$ cat src/rtl/pmul_pkg.sv
// Package pmul_pkg
// Shared constants and bit-level helpers for the partitioned multiplier.
// Assumes callers widen vectors to 64 bits before passing them to la_carry.
package pmul_pkg;

    // Width of one generate/propagate group inside the lookahead adder.
    localparam int unsigned CLA_GROUP_W = 4;

    // Sum output of a one-bit full adder.
    function automatic logic fa_sum(input logic x, input logic y, input logic c);
        return x ^ y ^ c;
    endfunction

    // Carry output of a one-bit full adder.
    function automatic logic fa_carry(input logic x, input logic y, input logic c);
        return (x & y) | (x & c) | (y & c);
    endfunction

    // Flattened lookahead: carry into position n from generate/propagate
    // terms at positions 0..n-1 and the incoming carry cin.
    function automatic logic la_carry(input logic [63:0] g, input logic [63:0] p,
                                      input logic cin, input int n);
        logic res;
        logic chain;
        res = 1'b0;
        for (int j = 0; j < 64; j++) begin
            if (j < n) begin
                chain = g[j];
                for (int k = j + 1; k < 64; k++) begin
                    if (k < n) chain = chain & p[k];
                end
                res = res | chain;
            end
        end
        chain = cin;
        for (int k = 0; k < 64; k++) begin
            if (k < n) chain = chain & p[k];
        end
        return res | chain;
    endfunction

endpackage

$ cat src/rtl/pmul_array.sv
// Module pmul_array
// Unsigned W x W array multiplier. Row r ANDs operand a with bit r of b and
// adds that partial product to the running upper sum through a row of full
// adders. The lowest sum bit of each row drops out as one product bit.
// Purely combinational; assumes W >= 2.
module pmul_array #(
    parameter int unsigned W = 16
) (
    input  logic [W-1:0]   a_i,
    input  logic [W-1:0]   b_i,
    output logic [2*W-1:0] p_o
);
    import pmul_pkg::*;

    logic [W:0][W-1:0] acc;     // running upper sum entering each row
    logic [W-1:0]      lo_bits; // product bits retired by the rows

    // Row zero starts from an empty sum.
    assign acc[0] = '0;

    for (genvar r = 0; r < W; r++) begin : g_row
        logic [W-1:0] pp;
        logic [W-1:0] sum;
        logic [W:0]   cy;

        // Partial product of this row: a gated by one bit of b.
        assign pp    = a_i & {W{b_i[r]}};
        assign cy[0] = 1'b0;

        for (genvar c = 0; c < W; c++) begin : g_cell
            // One full-adder cell of the row.
            assign sum[c]  = fa_sum(acc[r][c], pp[c], cy[c]);
            assign cy[c+1] = fa_carry(acc[r][c], pp[c], cy[c]);
        end

        // Retire the low bit, shift the rest down into the next row.
        assign lo_bits[r]  = sum[0];
        assign acc[r+1]    = {cy[W], sum[W-1:1]};
    end

    // Final product: last row's sum above the retired bits.
    assign p_o = {acc[W], lo_bits};

endmodule

$ cat src/rtl/pmul_rca.sv
// Module pmul_rca
// W-bit ripple-carry adder built from a chain of full adders.
// Purely combinational.
module pmul_rca #(
    parameter int unsigned W = 16
) (
    input  logic [W-1:0] x_i,
    input  logic [W-1:0] y_i,
    input  logic         c_i,
    output logic [W-1:0] s_o,
    output logic         c_o
);
    import pmul_pkg::*;

    logic [W:0] cy;

    assign cy[0] = c_i;

    for (genvar i = 0; i < W; i++) begin : g_bit
        // One full adder of the ripple chain.
        assign s_o[i]  = fa_sum(x_i[i], y_i[i], cy[i]);
        assign cy[i+1] = fa_carry(x_i[i], y_i[i], cy[i]);
    end

    assign c_o = cy[W];

endmodule

$ cat src/rtl/pmul_cla.sv
// Module pmul_cla
// W-bit two-level carry-lookahead adder. Bits are grouped in fours, and each
// group forms its own generate/propagate pair. A second lookahead level spans
// all groups. Assumes W is a multiple of CLA_GROUP_W and no more than 64.
module pmul_cla #(
    parameter int unsigned W = 16
) (
    input  logic [W-1:0] x_i,
    input  logic [W-1:0] y_i,
    input  logic         c_i,
    output logic [W-1:0] s_o,
    output logic         c_o
);
    import pmul_pkg::*;

    localparam int unsigned GW = CLA_GROUP_W;
    localparam int unsigned NG = W / GW;

    logic [W-1:0]  gen;
    logic [W-1:0]  prp;
    logic [W-1:0]  bit_c;
    logic [NG-1:0] grp_g;
    logic [NG-1:0] grp_p;
    logic [NG:0]   grp_c;

    // Bit-level generate and propagate.
    assign gen = x_i & y_i;
    assign prp = x_i ^ y_i;

    for (genvar gi = 0; gi < NG; gi++) begin : g_grp
        // Group propagate and generate over four bits.
        assign grp_p[gi] = &prp[gi*GW +: GW];
        assign grp_g[gi] = la_carry(64'(gen[gi*GW +: GW]), 64'(prp[gi*GW +: GW]), 1'b0, int'(GW));
        // Second-level lookahead: carry into this group.
        assign grp_c[gi] = la_carry(64'(grp_g), 64'(grp_p), c_i, gi);

        for (genvar bi = 0; bi < GW; bi++) begin : g_bit
            // First-level lookahead: carry into each bit of the group.
            assign bit_c[gi*GW+bi] = la_carry(64'(gen[gi*GW +: GW]), 64'(prp[gi*GW +: GW]),
                                              grp_c[gi], bi);
        end
    end

    // Carry out of the most significant group.
    assign grp_c[NG] = la_carry(64'(grp_g), 64'(grp_p), c_i, int'(NG));
    assign c_o       = grp_c[NG];
    assign s_o       = prp ^ bit_c;

endmodule

$ cat src/rtl/pmul_incsel.sv
// Module pmul_incsel
// Carry-select upper field. It builds the field plus one with a half-adder
// chain and returns either the field or its incremented copy, picked by
// sel_i. SPLIT_LSB = 1 builds the lowest bit with a full adder whose second
// input is the constant one, followed by a (W-1)-bit half-adder chain.
// Assumes the incremented value never overflows W bits when sel_i is set.
module pmul_incsel #(
    parameter int unsigned W         = 16,
    parameter bit          SPLIT_LSB = 1'b0
) (
    input  logic [W-1:0] x_i,
    input  logic         sel_i,
    output logic [W-1:0] y_o
);
    import pmul_pkg::*;

    logic [W-1:0] inc;
    logic [W-1:0] hc;

    // The constant one that is added.
    assign hc[0] = 1'b1;

    if (SPLIT_LSB) begin : g_split_lsb
        // Lowest bit from a full adder: x + 1 + 0.
        assign inc[0] = fa_sum(x_i[0], hc[0], 1'b0);
        assign hc[1]  = fa_carry(x_i[0], hc[0], 1'b0);
    end else begin : g_plain_lsb
        // Lowest bit from a half adder.
        assign inc[0] = x_i[0] ^ hc[0];
        assign hc[1]  = x_i[0] & hc[0];
    end

    for (genvar i = 1; i < W; i++) begin : g_ha
        // Half-adder stage of the incrementer.
        assign inc[i] = x_i[i] ^ hc[i];
        if (i < W - 1) begin : g_carry
            assign hc[i+1] = x_i[i] & hc[i];
        end
    end

    // The selecting multiplexer.
    assign y_o = sel_i ? inc : x_i;

endmodule

$ cat src/rtl/pmul_pair_merge.sv
// Module pmul_pair_merge
// Joins two 2H-bit sub-products that share one operand half into a 3H-bit
// result: unsh_i + (sh_i << H). The low H bits of unsh_i pass straight
// through. The middle H bits come from a ripple adder. The top H bits are
// carry-selected. Combinational; assumes the sum fits in 3H bits.
module pmul_pair_merge #(
    parameter int unsigned H = 16
) (
    input  logic [2*H-1:0] unsh_i,
    input  logic [2*H-1:0] sh_i,
    output logic [3*H-1:0] m_o
);
    logic [H-1:0] mid;
    logic [H-1:0] top;
    logic         mid_c;

    // Middle field: upper half of the unshifted product plus lower half of the shifted one.
    pmul_rca #(.W(H)) u_mid (
        .x_i (unsh_i[2*H-1:H]),
        .y_i (sh_i[H-1:0]),
        .c_i (1'b0),
        .s_o (mid),
        .c_o (mid_c)
    );

    // Top field: plain or plus-one copy, picked by the middle carry.
    pmul_incsel #(.W(H), .SPLIT_LSB(1'b0)) u_top (
        .x_i   (sh_i[2*H-1:H]),
        .sel_i (mid_c),
        .y_o   (top)
    );

    assign m_o = {top, mid, unsh_i[H-1:0]};

endmodule

$ cat src/rtl/pmul_top.sv
// Module pmul_top
// Unsigned (2*HALF_W)x(2*HALF_W) multiplier built from four parallel
// HALF_W-square array multipliers. Two pair merges and one final merge join
// the sub-products. Every upper-field carry is resolved by carry-select.
// OUT_REG = 1 adds one output register with a synchronous active-low reset.
// TOP_SPLIT_INC picks how the topmost incrementer is built.
// Assumes HALF_W is a multiple of 4 and no more than 64.
module pmul_top #(
    parameter int unsigned HALF_W        = 16,
    parameter bit          OUT_REG       = 1'b1,
    parameter bit          TOP_SPLIT_INC = 1'b0
) (
    input  logic                  clk,
    input  logic                  rst_n,
    input  logic [2*HALF_W-1:0]   a,
    input  logic [2*HALF_W-1:0]   b,
    output logic [4*HALF_W-1:0]   prod
);
    localparam int unsigned OP_W   = 2 * HALF_W;
    localparam int unsigned PART_W = 3 * HALF_W;
    localparam int unsigned PROD_W = 4 * HALF_W;

    // Sub-product k: bit 0 picks the half of a, bit 1 picks the half of b.
    logic [3:0][OP_W-1:0]   sub_p;
    logic [1:0][PART_W-1:0] part;
    logic [HALF_W-1:0]      seg_lo;
    logic [HALF_W-1:0]      seg_mid;
    logic [HALF_W-1:0]      seg_top;
    logic                   c_lo;
    logic                   c_mid;
    logic [PROD_W-1:0]      prod_c;

    for (genvar k = 0; k < 4; k++) begin : g_sub
        // One HALF_W-square array multiplier per pairing of halves.
        pmul_array #(.W(HALF_W)) u_arr (
            .a_i (a[(k % 2) * HALF_W +: HALF_W]),
            .b_i (b[(k / 2) * HALF_W +: HALF_W]),
            .p_o (sub_p[k])
        );
    end

    for (genvar j = 0; j < 2; j++) begin : g_pair
        // Pair sharing half j of b: a_lo*b_j unshifted, a_hi*b_j shifted.
        pmul_pair_merge #(.H(HALF_W)) u_pair (
            .unsh_i (sub_p[2*j]),
            .sh_i   (sub_p[2*j+1]),
            .m_o    (part[j])
        );
    end

    // Final overlap, lower segment: lookahead adder.
    pmul_cla #(.W(HALF_W)) u_fin_lo (
        .x_i (part[0][2*HALF_W-1:HALF_W]),
        .y_i (part[1][HALF_W-1:0]),
        .c_i (1'b0),
        .s_o (seg_lo),
        .c_o (c_lo)
    );

    // Final overlap, upper segment: ripple adder.
    pmul_rca #(.W(HALF_W)) u_fin_mid (
        .x_i (part[0][PART_W-1:2*HALF_W]),
        .y_i (part[1][2*HALF_W-1:HALF_W]),
        .c_i (c_lo),
        .s_o (seg_mid),
        .c_o (c_mid)
    );

    // Topmost field: carry-selected so no carry ripples into it.
    pmul_incsel #(.W(HALF_W), .SPLIT_LSB(TOP_SPLIT_INC)) u_fin_top (
        .x_i   (part[1][PART_W-1:2*HALF_W]),
        .sel_i (c_mid),
        .y_o   (seg_top)
    );

    assign prod_c = {seg_top, seg_mid, seg_lo, part[0][HALF_W-1:0]};

    if (OUT_REG) begin : g_oreg
        // Output register: clear on reset, else capture the product.
        always_ff @(posedge clk) begin
            if (!rst_n) prod <= '0;
            else        prod <= prod_c;
        end
    end else begin : g_comb
        assign prod = prod_c;
    end

endmodule

$ cat config.mk
export PLATFORM = sky130hd
export DESIGN_NAME = pmul_top
export DESIGN_NICKNAME = d
export VERILOG_FILES = /design/src/rtl/pmul_pkg.sv /design/src/rtl/pmul_array.sv /design/src/rtl/pmul_rca.sv /design/src/rtl/pmul_cla.sv /design/src/rtl/pmul_incsel.sv /design/src/rtl/pmul_pair_merge.sv /design/src/rtl/pmul_top.sv
export SDC_FILE = /design/constraint.sdc
export NUM_CORES = 2
export LEC_CHECK = 0
export BUFFER_PORTS_ARGS = -buffer_cell sky130_fd_sc_hd__clkbuf_2
export CORE_ASPECT_RATIO = 0.7
export CORE_MARGIN = 4
export CORE_UTILIZATION = 55
export DETAILED_ROUTE_END_ITERATION = 10
export GPL_ROUTABILITY_DRIVEN = 0
export PLACE_DENSITY = 0.72
export SETUP_SLACK_MARGIN = 0.02
export SLEW_MARGIN = 5
export SYNTH_ARGS = -nofsm -noshare
export SYNTH_HDL_FRONTEND = slang
export SYNTH_HIERARCHICAL = 1
export SYNTH_SLANG_ARGS = --single-unit
$ cat constraint.sdc
create_clock -name clk -period 60.5 [get_ports clk]
set_clock_uncertainty 0.05 [all_clocks]
set_input_delay 6.05 -clock clk [delete_from_list [all_inputs] [get_ports clk]]
set_output_delay 6.05 -clock clk [all_outputs]
set_load 0.01 [all_outputs]
==> summary.txt <==
Drt
  – # DRC: 0
  – DRT iter0 DRCs: 868
  – Detailed Routing Iterations Pass 1: 5
  – Antenna Nets Post-Route: 0
  – Post-DR wirelength/cell: 17.5 um
  – Via count: 19.2k
  – Final WL: 65100 um
  – Vias per inst: 5.15

Global route
  – First-pass GRT wire length: 120000 um
  – Number of global-route vias before repair: 22.8k
  – Initial antenna violation count: 6
  – Largest net degree at the start of global routing: 65
  – Total Routing Usage GR: 0.234
  – GRT Residual Overflow: 0

Die
  – Chip width: 299 um
  – Row cnt: 74
  – Die Ht: 212 um
  – Io pins: 130
  – Die area: 63400 um^2
  – Core box area: 58500 um^2
  – Initial Util: 0.558

Synth
  – EDFF count, synth: 0
  – Post-synthesis cell area: 32600 um^2
  – Async set-reset flop share out of synthesis: 0
  – Register area share after synthesis: 0.0393
  – Yosys warnings: 6
  – Yosys reg bits: 64
  – Mapped Cells: 2933
  – Syn avg cell area: 11.1 um^2
  – Main synth FF type: dfxtp_1
  – Synth unique cells: 31

Final layout
  – FF/Latch Area: 1280 um^2
  – Top reg by flops: prod
  – Nets: 4062
  – Layout cells sized above 1: 0.143
  – Largest registers: prod (64)
  – FILL cells: 5020
  – Largest register FFs: 64
  – Area of the multi-input gates: 28100 um^2
  – Synth-to-layout area growth: 1.35%
  – Non-filler cells, final: 3727
  – Core Util, Final: 0.565

STA
  – Fin crit period: 35790 ps
  – Final Cycle Share: 0.592
  – RSZ-0062 raised after global routing: false
  – Slew margin rel.: 0.278
  – Max Fclk: 27.9 MHz
  – Final setup vio count: 0
  – Worst Tran Pin Value: 1080 ps
  – Setup_tns: 0 ps
  – Final Slew Violations: 0
  – Final hold violation count: 0

Clock tree
  – Post-CTS Setup Repair Bufs: 0
  – CTS sink cnt: 64
  – Maximum clock path buffer count: 2
  – Hold-fix buffers, CTS: 0
  – CTS buffer count: 9
  – H-tree level count: 3
  – Post_cts resized: 0
  – CTS tree: yes
  – CTS root buf: clkbuf_16
  – Clock-pin slew on the worst setup and hold paths: 60 ps

Setup path
  – Max incr delay on CP: 590 ps
  – Worst Setup Path Type: in -> reg
  – CP Capture Type: register
  – Worst EP required: 60700 ps
  – Worst path slowest cell: fa_1
  – Crit start category: input port
  – WP data arrival: 35980 ps
  – Cell mode on critical path: fa_1
  – Critical Path Fanout Max: 32

Place
  – Post-DP HPWL: 53400 um
  – Post-Place Cells: 3709
  – PortBufs: 129

Hold path
  – Worst hold-check path type: in -> reg

Flow run
  – Maximum capacitance violations: 0

Status
  – Run status: finished clean
==> worst max-delay path: cells and delay by family <==
kind	cells	cell delay, ps
buffers and inverters	9	1170
adders and majority gates	63	27250
AOI/OAI and AO/OA	2	340
and+or+nand+nor	3	770
muxes	1	420
==> stage by stage <==
step	hold slack (ps)	worst slack, ps	instance area [um^2]
after global routing	6610	23570	33100
after CTS	6530	24660	33100
after global placement	6390	24830	32800
after detailed placement	6390	24270	32800
after floorplan	6140	26050	32700
final	6540	24710	33100
==> final timing paths <==
check	start	end	slack (ps)	cells past startpoint
max	b[1]	prod[58]$_SDFF_PN0_	24710	78
min	b[0]	prod[0]$_SDFF_PN0_	6540	3
==> cell families (layout without fill, tap and decap cells) <==
kind of cell / Yosys count / after routing / synth area share
compound gates: 24 / 24 / 0.00525
xor+xnor: 14 / 14 / 0.00376
fa+ha+maj: 1074 / 1074 / 0.630
buf+inv: 600 / 592 / 0.101
flops: 64 / 64 / 0.0393
mux: 42 / 42 / 0.0172
other cells: 3 / 7 / 0.000345
simple gates: 1112 / 1112 / 0.204
==> cells in the mapped netlist (all sizes together) (8+ instances only) <==
master  instances  area, um^2
nand2         218         818
and2          877        5750
inv           428        1610
buf           166        1650
dfxtp          64        1280
nor2            9        33.8
ha            126        1580
o21a            8        60.1
mux2           42         563
fa            948       19000
xnor2           8        70.1
==> final cells by class <==
cell class	count	area share
Antenna cell	2	0.000151
Tap cell	798	0.0302
Timing Repair Buffer	148	0.0238
Inverter	428	0.0486
Multi-Input combinational cell	2271	0.849
Clock inverter	5	0.00242
Clock buffer	11	0.00734
Sequential cell	64	0.0387
==> cell usage in the layout, fill, tap and decap left out <==
cell | netlist | routed
ha_1 | 126 | 126
conb_1 | 3 | 5
clkinv_2 | 0 | 1
bufinv_16 | 0 | 2
and2_1 | 667 | 667
mux2_4 | 24 | 24
xor2_1 | 6 | 6
buf_4 | 65 | 19
clkbuf_1 | 0 | 1
xnor2_1 | 8 | 8
diode_2 | 0 | 2
clkinvlp_4 | 0 | 2
nand2_1 | 218 | 218
a31oi_2 | 1 | 1
and4_2 | 1 | 1
clkbuf_16 | 0 | 9
a221oi_2 | 1 | 1
o21bai_1 | 1 | 1
inv_1 | 428 | 428
o21ai_2 | 1 | 1
dfxtp_1 | 64 | 64
fa_1 | 948 | 948
nor3_1 | 4 | 4
nor2_1 | 9 | 9
nand2b_1 | 2 | 2
clkbuf_8 | 0 | 1
clkbuf_2 | 6 | 129
o21ai_1 | 3 | 3
a211oi_1 | 1 | 1
o21a_1 | 8 | 8
and2_2 | 210 | 210
o21ai_0 | 1 | 1
a21oi_1 | 5 | 5
nand4_1 | 1 | 1
mux2_2 | 18 | 18
a21o_1 | 2 | 2
==> layer usage <==
metal,track usage,wire (um)
met1,0.351,30200
met2,0.364,29600
met3,0.0477,4410
met4,0.0397,887
met5,0,27
Power is left out: the tool's default activity adds up to more than one toggle a clock period on the data nets, which glitch-free logic cannot reach.
